--- src/rtl/bb_pkg.sv ---
package bb_pkg;

    localparam int BUS_W = 32;
    localparam int LANES = BUS_W / 8;
    localparam int POS_W = $clog2(BUS_W);

    typedef enum logic [1:0] {
        SZ_BYTE = 2'd0,
        SZ_HALF = 2'd1,
        SZ_WORD = 2'd2
    } bb_size_e;

    typedef enum logic [2:0] {
        ST_IDLE,
        ST_RD_REQ,
        ST_RD_WAIT,
        ST_WR_REQ,
        ST_WR_WAIT,
        ST_RESP
    } bb_state_e;

endpackage

--- src/rtl/bb_addr_map.sv ---
module bb_addr_map
    import bb_pkg::*;
#(
    parameter int              ADDR_W    = 32,
    parameter int              WIN_BITS  = 25,
    parameter logic [ADDR_W-1:0] REAL_BASE = 32'h2000_0000
) (
    input  logic [WIN_BITS-3:0] word_idx,
    input  logic [1:0]          size,
    output logic [ADDR_W-1:0]   back_addr,
    output logic [LANES-1:0]    be,
    output logic [POS_W-1:0]    bit_pos
);

    // Eight alias words map onto one real byte.
    logic [ADDR_W-1:0] raw;
    assign raw = REAL_BASE | ADDR_W'(word_idx >> 3);

    always_comb begin
        unique case (bb_size_e'(size))
            SZ_BYTE: begin
                back_addr = raw;
                be        = LANES'(1) << raw[1:0];
                bit_pos   = {raw[1:0], word_idx[2:0]};
            end
            SZ_HALF: begin
                back_addr = {raw[ADDR_W-1:1], 1'b0};
                be        = raw[1] ? 4'b1100 : 4'b0011;
                bit_pos   = {raw[1], word_idx[3:0]};
            end
            default: begin
                back_addr = {raw[ADDR_W-1:2], 2'b00};
                be        = '1;
                bit_pos   = word_idx[4:0];
            end
        endcase
    end

endmodule

--- src/rtl/bb_bit_merge.sv ---
module bb_bit_merge
    import bb_pkg::*;
(
    input  logic [BUS_W-1:0] word,
    input  logic [POS_W-1:0] bit_pos,
    input  logic             new_val,
    output logic             bit_out,
    output logic [BUS_W-1:0] merged
);

    logic [BUS_W-1:0] mask;

    always_comb begin
        mask    = BUS_W'(1) << bit_pos;
        bit_out = |(word & mask);
        merged  = new_val ? (word | mask) : (word & ~mask);
    end

endmodule

--- src/rtl/bb_ctrl.sv ---
module bb_ctrl
    import bb_pkg::*;
(
    input  logic      clk,
    input  logic      rst_n,
    input  logic      s_req,
    input  logic      cap_we,
    input  logic      m_ack,
    input  logic      m_err,
    output bb_state_e state,
    output logic      cap_en,
    output logic      rd_load,
    output logic      err_set,
    output logic      m_req,
    output logic      m_we,
    output logic      m_lock,
    output logic      s_ready
);

    bb_state_e nxt;

    always_ff @(posedge clk or negedge rst_n) begin
        if (!rst_n) state <= ST_IDLE;
        else        state <= nxt;
    end

    always_comb begin
        nxt = state;
        unique case (state)
            ST_IDLE:    if (s_req) nxt = ST_RD_REQ;
            ST_RD_REQ:  nxt = ST_RD_WAIT;
            ST_RD_WAIT: if (m_ack) nxt = (m_err || !cap_we) ? ST_RESP : ST_WR_REQ;
            ST_WR_REQ:  nxt = ST_WR_WAIT;
            ST_WR_WAIT: if (m_ack) nxt = ST_RESP;
            ST_RESP:    nxt = ST_IDLE;
            default:    nxt = ST_IDLE;
        endcase
    end

    always_comb begin
        cap_en  = 1'b0;
        rd_load = 1'b0;
        err_set = 1'b0;
        m_req   = 1'b0;
        m_we    = 1'b0;
        m_lock  = 1'b0;
        s_ready = 1'b0;
        unique case (state)
            ST_IDLE:    cap_en = s_req;
            ST_RD_REQ: begin
                m_req  = 1'b1;
                m_lock = cap_we;
            end
            ST_RD_WAIT: begin
                m_lock  = cap_we;
                rd_load = m_ack && !m_err;
                err_set = m_ack && m_err;
            end
            ST_WR_REQ: begin
                m_req  = 1'b1;
                m_we   = 1'b1;
                m_lock = 1'b1;
            end
            ST_WR_WAIT: begin
                m_we    = 1'b1;
                m_lock  = 1'b1;
                err_set = m_ack && m_err;
            end
            ST_RESP:    s_ready = 1'b1;
            default:    ;
        endcase
    end

endmodule

--- src/rtl/bitband_bridge.sv ---
module bitband_bridge
    import bb_pkg::*;
#(
    parameter int              ADDR_W    = 32,
    parameter int              WIN_BITS  = 25,
    parameter logic [ADDR_W-1:0] REAL_BASE = 32'h2000_0000
) (
    input  logic              clk,
    input  logic              rst_n,
    input  logic              s_req,
    input  logic [ADDR_W-1:0] s_addr,
    input  logic              s_we,
    input  logic [1:0]        s_size,
    input  logic [BUS_W-1:0]  s_wdata,
    output logic              s_ready,
    output logic [BUS_W-1:0]  s_rdata,
    output logic              s_err,
    output logic              m_req,
    output logic              m_we,
    output logic              m_lock,
    output logic [ADDR_W-1:0] m_addr,
    output logic [1:0]        m_size,
    output logic [LANES-1:0]  m_be,
    output logic [BUS_W-1:0]  m_wdata,
    input  logic              m_ack,
    input  logic [BUS_W-1:0]  m_rdata,
    input  logic              m_err
);

    localparam int IDX_W = WIN_BITS - 2;

    bb_state_e         state;
    logic              cap_en, rd_load, err_set;
    logic [IDX_W-1:0]  cap_idx;
    logic [1:0]        cap_size;
    logic              cap_we, cap_wbit;
    logic [BUS_W-1:0]  rd_word;
    logic              resp_err;
    logic [POS_W-1:0]  bit_pos;
    logic              sel_bit;
    logic              unused_bits;

    assign unused_bits = ^{s_addr[ADDR_W-1:WIN_BITS], s_addr[1:0], s_wdata[BUS_W-1:1], state};

    bb_ctrl u_ctrl (
        .clk     (clk),
        .rst_n   (rst_n),
        .s_req   (s_req),
        .cap_we  (cap_we),
        .m_ack   (m_ack),
        .m_err   (m_err),
        .state   (state),
        .cap_en  (cap_en),
        .rd_load (rd_load),
        .err_set (err_set),
        .m_req   (m_req),
        .m_we    (m_we),
        .m_lock  (m_lock),
        .s_ready (s_ready)
    );

    always_ff @(posedge clk or negedge rst_n) begin
        if (!rst_n) begin
            cap_idx  <= '0;
            cap_size <= 2'd0;
            cap_we   <= 1'b0;
            cap_wbit <= 1'b0;
            rd_word  <= '0;
            resp_err <= 1'b0;
        end else begin
            if (cap_en) begin
                cap_idx  <= s_addr[WIN_BITS-1:2];
                cap_size <= s_size;
                cap_we   <= s_we;
                cap_wbit <= s_wdata[0];
                resp_err <= 1'b0;
            end
            if (rd_load) rd_word  <= m_rdata;
            if (err_set) resp_err <= 1'b1;
        end
    end

    bb_addr_map #(
        .ADDR_W   (ADDR_W),
        .WIN_BITS (WIN_BITS),
        .REAL_BASE(REAL_BASE)
    ) u_map (
        .word_idx (cap_idx),
        .size     (cap_size),
        .back_addr(m_addr),
        .be       (m_be),
        .bit_pos  (bit_pos)
    );

    bb_bit_merge u_merge (
        .word    (rd_word),
        .bit_pos (bit_pos),
        .new_val (cap_wbit),
        .bit_out (sel_bit),
        .merged  (m_wdata)
    );

    assign m_size  = cap_size;
    assign s_err   = s_ready && resp_err;
    assign s_rdata = {{(BUS_W-1){1'b0}}, s_ready && !cap_we && !resp_err && sel_bit};

endmodule

--- config.mk ---
export PLATFORM = sky130hd
export DESIGN_NAME = bitband_bridge
export DESIGN_NICKNAME = d
export VERILOG_FILES = /design/src/rtl/bb_pkg.sv /design/src/rtl/bb_addr_map.sv /design/src/rtl/bb_bit_merge.sv /design/src/rtl/bb_ctrl.sv /design/src/rtl/bitband_bridge.sv
export SDC_FILE = /design/constraint.sdc
export NUM_CORES = 1
export LEC_CHECK = 0
export ABC_AREA = 1
export BUFFER_PORTS_ARGS = -buffer_cell sky130_fd_sc_hd__buf_2
export CAP_MARGIN = 20
export CELL_PAD_IN_SITES_DETAIL_PLACEMENT = 1
export CELL_PAD_IN_SITES_GLOBAL_PLACEMENT = 2
export CORE_ASPECT_RATIO = 2
export CORE_MARGIN = 4
export CORE_UTILIZATION = 25
export CTS_BUF_LIST = sky130_fd_sc_hd__clkbuf_16
export DETAILED_ROUTE_END_ITERATION = 16
export PLACE_DENSITY = 0.91
export RECOVER_POWER = 50
export SLEW_MARGIN = 5
export SYNTH_ARGS = -nofsm -noshare
export SYNTH_HDL_FRONTEND = slang
export SYNTH_HIERARCHICAL = 1
export SYNTH_SLANG_ARGS = --single-unit
export TNS_END_PERCENT = 100
--- constraint.sdc ---
create_clock -name clk -period 4 [get_ports clk]
set_input_delay 0.2 -clock clk [delete_from_list [all_inputs] [get_ports clk]]
set_output_delay 0.2 -clock clk [all_outputs]
set_load 0.05 [all_outputs]
## Word-level counts from Yosys, hierarchy flattened

Index checks and enable logic that the tools add are counted.

| cells by class | value |
|---|---|
| divide/modulo/power cells | 0 |
| multiplexer cells | 18 |
| add/sub/neg operators | 0 |
| $mul | 0 |
| reduce and logical (&&, ||, !) cells | 19 |
| shifts and indexed selects | 2 |
| magnitude comparators | 0 |
| eq/ne operators | 9 |
| bitwise operators | 4 |

Operators with widths:

| cell | number |
|---|---|
| 32-bit AND | 2 |
| 32-bit two-way mux | 1 |
| 32-bit NOT | 1 |
| 32-bit OR | 1 |
| 32-bit OR reduction | 1 |
| 1-bit by 5-bit << shifter with 32-bit output, first input constant | 1 |
| 3-bit one-hot mux with 5 select lines | 1 |
| 3-bit two-way mux | 4 |
| 1-bit two-way mux | 8 |
| 4-bit one-hot mux with 2 select lines | 1 |
| 2-bit OR reduction | 4 |
| 3-bit by 2-bit == test with 1-bit output, second input constant | 2 |
| 3-bit == test, second input constant | 2 |
| 1-bit logical AND | 6 |
| 2-bit inequality test, second input constant | 3 |
| 4-bit two-way mux | 1 |
| 2-bit one-hot mux with 2 select lines | 1 |
| 1-bit by 2-bit << shifter with 4-bit output, first input constant | 1 |
| 3-bit by 1-bit == test with 1-bit output, second input constant | 1 |
| 1-bit zero test | 3 |
| 3-bit zero test | 1 |
| 3-bit AND reduction | 1 |
| 2-bit by 1-bit == test with 1-bit output, second input constant | 1 |
| 2-bit zero test | 1 |
| other kinds (3) | 3 |

| word-level totals | value |
|---|---|
| RAM bits | 0 |
| bits of input ports | 104 |
| memory bits (read-only) | 0 |
| register bits | 63 |
| memories kept | 0 |
| word-level logic and storage cells | 59 |
| bits in latches | 0 |

## Longest topological paths before layout

Gate-level depths: netlist of the first run.

| logic depth | value |
|---|---|
| depth after elaboration | 5 |
| depth in mapped cells | 13 |
| gate-level depth less buffers | 11 |

## Cells and area by module

Netlist of the first run, hierarchy kept.

By module, submodules not included:

| module | cells an instance | sequential area each (um^2) | area each (um^2) | times used |
|---|---|---|---|---|
| bitband_bridge | 291 | 1501.4 | 2613.8 | 1 |
| bb_bit_merge | 193 | 0.0 | 934.6 | 1 |
| bb_addr_map | 47 | 0.0 | 314.1 | 1 |
| bb_ctrl | 43 | 75.1 | 269.0 | 1 |

## Worst setup path before layout of the first run

No wires, ideal clock.

| timing | value |
|---|---|
| path kind | register -> output |
| from | register u_ctrl.state[2] |
| to | output s_rdata[0] |
| data required time | 3800 ps |
| path buffers | 0 |
| stages on the path, launching flop included | 5 |
| arrival time | 2478 ps |
| slack | 1322 ps |
| cell sequence | dfrtp_1 > inv_2 > nor3_1 > nand2_1 > nor2_1 |

| between the ends | value |
|---|---|
| longest elaborated chain between the ends | 5 |

Ends and longest elaborated chain:

| item | RTL line | RTL |
|---|---|---|
| start, declared | bb_ctrl.sv:10 | `output bb_state_e state,` |
| start signal, assigned | bb_ctrl.sv:24 | `else state <= nxt;` |
| 3-bit == test | bb_ctrl.sv:48 | `unique case (state)` |
| 1-bit two-way mux | bb_ctrl.sv:48 |  |
| via s_ready | bitband_bridge.sv:15 | `output logic s_ready,` |
| 1-bit logical AND (3 in series) | bitband_bridge.sv:105 | `assign s_rdata = {{(BUS_W-1){1'b0}}, s_ready && !cap_we && !resp_err && sel_bit};` |
| end, declared | bitband_bridge.sv:16 | `output logic [BUS_W-1:0] s_rdata,` |

The timed path passes the listed nets, and every way through them passes these cells.

## Worst setup path after layout of the first run

| timing | value |
|---|---|
| from | register cap_idx[4] |
| to | output s_rdata[0] |

| between the ends | value |
|---|---|
| longest elaborated chain between the ends | 4 |

Ends and longest elaborated chain:

| item | RTL line | RTL |
|---|---|---|
| start, declared | bitband_bridge.sv:34 | `logic [IDX_W-1:0] cap_idx;` |
| start signal, assigned | bitband_bridge.sv:72 | `cap_idx <= s_addr[WIN_BITS-1:2];` |
| 1-bit by 5-bit << shifter with 32-bit output | bb_bit_merge.sv:14 | `mask = BUS_W'(1) << bit_pos;` |
| 32-bit AND | bb_bit_merge.sv:15 | `bit_out = \|(word & mask);` |
| 32-bit OR reduction | bb_bit_merge.sv:15 |  |
| via sel_bit | bitband_bridge.sv:40 | `logic sel_bit;` |
| 1-bit logical AND | bitband_bridge.sv:105 |  |

The timed path passes the listed nets, and every way through them passes these cells.

==> flow_summary.yaml, run 1 <==
timing:
  slew-limit-headroom_pct: -48.4
  drv_slew: 106
  worst_slew_pin_slew_ns: 2.23
  fmax_ghz: 0.308
  rsz0062_at_grt: "no"
  min_period_ns: 3.25
  finalSetupViolations: 0
  period_share_pct: 81.2
  finalSetupTns_ns: 0
  fin_worst_skew_ns: 0.00378
  finalHoldViolCount: 0
outcome:
  violations: "capacitance limit, slew limit"
  outcome: "finished, violations left"
die:
  die_w_um: 98.9
  die_h_um: 190
  initial_core_util_pct: 25.4
  num_rows: 66
  die-area_mm2: 0.0188
  core_mm2: 0.0163
  ioPinCount: 211
critical_path:
  critPathKind: "flop to primary output"
  crit_path_end_kind: "primary output"
  cp_num_buf_inv: 2
  path_cells: "clkbuf_1 -> nor2_1 -> nand2_1 -> nand2_1 -> nor2_1 -> nand2_1 -> nor2_1 -> nand2_1 -> nand2_1 -> nor2_1 -> buf_2"
  cp_max_fo: 33
  critPathLaunchType: "flop"
  path_delay_family: "buffers and inverters"
  max_stage_delay_ns: 1.15
  path_common_cell: "nand2_1"
  crit_arrival_ns: 3.05
  cp_slowest_cell: "clkbuf_1"
  crit_required_ns: 3.80
finish:
  area_delta_synth_final_pct: 14.9
  fin_nets: 770
  layout.area.seq_mm2: 0.00158
  fin_area_mm2: 0.00475
  drive_gt1_share_pct: 22.8
  fillCellCount: 2112
  postLayoutCoreUtil_pct: 29.2
  multi_input_area_mm2: 0.00191
  fin_cells: 877
placed_design:
  place_area_mm2: 0.00452
  dp_hpwl_mm: 10.5
  gp_congestion: 0.756
  port_buffers: 127
  dp_cells: 859
synth:
  synth_top_family_by_area: "simple AND/OR/NAND/NOR gates"
  synthesis.area_mm2: 0.00413
  syn-mean-instance-area_um2: 7.20
  synthMuxAreaShare_pct: 0
  ys_warn_count: 6
  synth_ff_type: "dfrtp_1"
  yosysMostFrequentCell: "nand2_1"
  synthArstFlopShare_pct: 100
  ys_ff_latch: 63
  synth_xor_xnor_area_share_pct: 0
  syn_inst: 574
  synth-compound-area-share_pct: 5.88
  synth.distinct_cells: 27
  synthTopCellsByArea: "dfrtp_1 38%, nand2_1 22%, buf_4 13%, nand3_1 4.4%, nand2_2 2.7%"
  synth_top_area_share_pct: 38.2
  yosysTopAreaCell: "dfrtp_1"
  synthSimpleGateAreaFrac_pct: 36.6
  synth_edf_count: 0
  synthTopCellsByCount: "240 x nand2_1, 71 x buf_4, 63 x dfrtp_1, 36 x nand3_1, 27 x nor2_1"
  yosysSeqAreaShare_pct: 38.2
  synth_fa_ha_area_share_pct: 0
grt:
  grtUsageTotal_pct: 14.8
  grt_start_max_net_pins: 38
  grt_overflow_total: 0
  grt_pass1_vias: 4067
  antenna_found_initial: 2
  grt_pass1_wl_mm: 21.3
power_and_ir_drop:
  finalPower_mw: 4.76
  power_density_mw_per_mm2: 1000
  p_leak_nw: 2.58
  ir_drop_mv: 0.409
min_path:
  min_path_type: "primary input to flop"
route:
  avgRoutedWirePerCell_um: 15.6
  totalWireLength_mm: 13.7
  first_iter_violations: 111
  avgViaCountPerCell: 4.44
  vias: 3890
  drc: 0
  ant_nets: 0
  first_pass_iters: 4
clock_tree:
  h-tree-depth: 3
  cts_resized: 0
  root_buffer: "clkbuf_16"
  cts.path.max_buffers: 2
  clkTransAtPathRegs_ns: 0.05
  clock_latency_ns: 0.33
  cts-buffers-inserted: 9
  clkSinkCount: 63
  postCtsSetupRepairBufs: 0
  cts_tree: "done"
  ctsHoldBuffers: 0
flow_run:
  cap_violations: 4
-- state kept, by name (all words and copies together), names as in the netlist --
signal	flops
cap_wbit	1
rd_word	32
u_ctrl/state	3
m_size	2
cap_idx	23
cap_we	1
resp_err	1
-- final timing paths --
kind,startpoint,end,slack [ns],cells past startpoint
setup / recovery,cap_idx[4]$_DFFE_PN0P_,s_rdata[0],0.75,11
hold / removal,s_addr[11],cap_idx[9]$_DFFE_PN0P_,0.07,3
setup reg to reg,u_ctrl/state[2]$_DFFE_PN0P_,rd_word[13]$_DFFE_PN0P_,1.19,7
hold reg to reg,cap_idx[12]$_DFFE_PN0P_,cap_idx[12]$_DFFE_PN0P_,0.47,2
max in group asynchronous,rst_n,rd_word[14]$_DFFE_PN0P_,1.20,2
min in group asynchronous,rst_n,rd_word[3]$_DFFE_PN0P_,0.53,1
-- per-layer routing --
| layer | vias up | part of all wire, % | global-route usage [%] |
|---|---|---|---|
| met5 | - | 0 | 0 |
| met4 | 0 | 3.0 | 7.79 |
| met3 | 22 | 5.1 | 3.12 |
| met2 | 122 | 57 | 28.3 |
| met1 | 1855 | 35 | 14.3 |
| li1 | 1891 | - | - |
-- through the flow --
stage / setup slack [ns] / hold WS (ns)
after floorplan: 1.32 / -0.0956
after global placement: 1.40 / 0.381
after detailed placement: 1.37 / 0.397
after CTS: 0.993 / 0.0342
after global routing: 0.446 / 0.0570
final: 0.752 / 0.0684
-- layout make-up --
class                           count  share of cell area [%]
Clock inverter                      7                    1.19
Tap cell                          204                    5.38
Multi-Input combinational cell    440                    40.3
Clock buffer                        9                    4.75
Inverter                           19                    1.61
Sequential cell                    63                    33.2
Timing Repair Buffer              133                    13.5
Antenna cell                        2                   0.105
-- power breakdown --
part	internal (mW)	leakage [nW]	switching (mW)
logic	0.561	1.64	2.25
clock network	0.472	0.149	0.284
registers	0.929	0.790	0.266
-- worst reg2reg max path, cell delays in order (launching register included) --
cell and delay, ns:
dfrtp_1 0.44, inv_1 0.15, nand3_2 0.13, nor3_2 0.11, clkbuf_1 1.26, inv_6 0.35
nand2_1 0.19, nand2_1 0.06
-- kinds of logic (layout without fill, tap and decap cells) --
| family | after synthesis | count (layout) |
|---|---|---|
| AOI/OAI and AO/OA | 43 | 43 |
| buffers and inverters | 111 | 168 |
| DFF | 63 | 63 |
| other | 3 | 45 |
| and+or+nand+nor | 354 | 354 |
-- layout by cell type, fill, tap and decap left out, types with 9 or more instances in the layout --
cell type  netlist  routed
inv_1           12      15
nor2_1          27      28
o21ai_0         21      21
clkbuf_16        0       9
dfrtp_1         63      63
clkbuf_1         3      26
buf_2            8     104
nand4_1         16      16
nand2_1        240     243
conb_1           3      43
nand3_1         36      36
nand2_2         18      15
a21oi_1          9       9
Power figures use the tool's default switching activity.
==> inputs of run 2 (changes only) <==
Settings changed: CORE_UTILIZATION 25 to 21, PLACE_DENSITY 0.91 to 0.82.
Clock period 4 ns to 2.95 ns, I/O delays scaled along.
==> run 2 against run 1 <==
Net effect: the run now ends clean; global-route usage down 1.2 points; final area up 11%; register-to-register slack worse by 0.21 ns; clock-buffer cell count unchanged; wire length up 5.3%; clock skew up 0.0046 ns; die area up 18%; clock power up 38%; via count up 3.1%; largest cell class unchanged; largest power group unchanged.
==> flow_summary.yaml, run 2 (synthesis results as in run 1) <==
timing:
  min_period_ns: 2.62
  fmax_ghz: 0.382
  drv_slew: 0
  layout_setup_ws_ns: 0.332
  finalSetupTns_ns: 0
  fin_worst_skew_ns: 0.00839
  slew-limit-headroom_pct: 4.07
  hold_slack_ns: 0.0144
  period_share_pct: 88.8
  finalSetupViolations: 0
  finalHoldViolCount: 0
  rsz0062_at_grt: "no"
  worst_slew_pin_slew_ns: 1.44
route:
  vias: 4012
  ant_nets: 0
  avgRoutedWirePerCell_um: 14.8
  first_iter_violations: 78
  avgViaCountPerCell: 4.11
  totalWireLength_mm: 14.4
  first_pass_iters: 4
  drc: 0
clock_tree:
  cts_tree: "done"
  clkTransAtPathRegs_ns: 0.06
  cts-buffers-inserted: 9
  h-tree-depth: 3
  postCtsSetupRepairBufs: 0
  cts.path.max_buffers: 2
  root_buffer: "clkbuf_16"
  clock_latency_ns: 0.35
  cts_resized: 0
  ctsHoldBuffers: 45
  clkSinkCount: 63
outcome:
  outcome: "finished clean"
finish:
  top_register: "rd_word"
  drive_gt1_share_pct: 22.0
  reg_top3: "rd_word (32), cap_idx (23), u_ctrl/state (3)"
  layout_common_cells: "241 x nand2_1, 105 x buf_2, 63 x dfrtp_1"
  fin_area_mm2: 0.00529
  fillCellCount: 2466
  largest_reg_flops: 32
  layout_commonest_cell: "nand2_1"
  fin_nets: 817
  area_delta_synth_final_pct: 28.0
min_path:
  min_path_type: "primary input to flop"
grt:
  grtUsageTotal_pct: 13.5
  grt_overflow_total: 0
  grt_pass1_vias: 4291
  grt_pass1_wl_mm: 22.7
  antenna_found_initial: 2
  grt_start_max_net_pins: 42
die:
  ioPinCount: 211
  initial_core_util_pct: 21.3
  die-area_mm2: 0.0221
  die_h_um: 206
  core_mm2: 0.0194
  die_w_um: 107
  num_rows: 72
placed_design:
  gp_congestion: 0.740
  place_area_mm2: 0.00460
  dp_slack_ns: 0.662
  port_buffers: 127
  dp_hpwl_mm: 11.0
critical_path:
  crit_required_ns: 2.80
  critPathLaunchType: "flop"
  crit_arrival_ns: 2.47
  critPathKind: "flop to primary output"
  cp_max_fo: 18
  crit_path_end_kind: "primary output"
power_and_ir_drop:
  p_leak_nw: 2.78
  finalPower_mw: 6.55
  power_density_mw_per_mm2: 1240
  ir_drop_mv: 0.593
flow_run:
  cap_violations: 0
[run 2: layout make-up]
class	count	area, µm²	area share [%]
repair buffers	180	1110	21.1
diodes	1	2.50	0.0473
flip-flops and latches	63	1580	29.8
clock inverters	6	53.8	1.02
clock buffers	9	225	4.26
inverters	19	76.3	1.44
multi-input cells	440	1910	36.2
well taps	259	324	6.13
[run 2: routing by layer]
metal	routed length, µm	share of wire, %	vias to the layer above	global-route usage (%)
met5	13	0.090	-	0
met4	549	3.8	2	7.27
met3	855	5.9	30	3.41
met2	7970	55	140	26.0
met1	5050	35	1860	12.7
li1	-	-	1980	-
[run 2: worst max-delay path, stage by stage (launching register included)]
cell     delay, ns
dfrtp_1       0.51
inv_1         0.12
buf_4         0.23
nor2_2        0.26
nand3_1       0.10
nand2_1       0.10
nor2_1        0.05
nand2_1       0.09
nor2_1        0.08
nand2_1       0.10
nand2_1       0.06
nor2_1        0.14
buf_2         0.28
[run 2: worst paths after layout]
path | depth (start not counted) | from | slack (ns) | end
min in group asynchronous | 2 | rst_n | 0.68 | rd_word[9]$_DFFE_PN0P_
hold reg to reg | 2 | cap_idx[10]$_DFFE_PN0P_ | 0.47 | cap_idx[10]$_DFFE_PN0P_
max in group asynchronous | 3 | rst_n | 0.53 | cap_idx[21]$_DFFE_PN0P_
setup / recovery | 12 | cap_idx[3]$_DFFE_PN0P_ | 0.33 | s_rdata[0]
setup reg to reg | 4 | u_ctrl/state[1]$_DFFE_PN0P_ | 0.98 | cap_idx[18]$_DFFE_PN0P_
hold / removal | 3 | m_rdata[16] | 0.01 | rd_word[16]$_DFFE_PN0P_
[run 2: per-stage QoR]
step	std cells	utilization [%]
2_1_floorplan	614	-
3_3_place_gp	916	23.7
3_5_place_dp	916	23.7
4_1_cts	976	27.5
5_1_grt	977	27.3
6_report	977	27.3
[run 2: power by group]
group / internal [mW] / total, mW / switching (mW)
combinational: 0.827 / 3.87 / 3.04
sequential: 1.26 / 1.64 / 0.376
clock: 0.638 / 1.04 / 0.402
total: 2.72 / 6.55 / 3.82
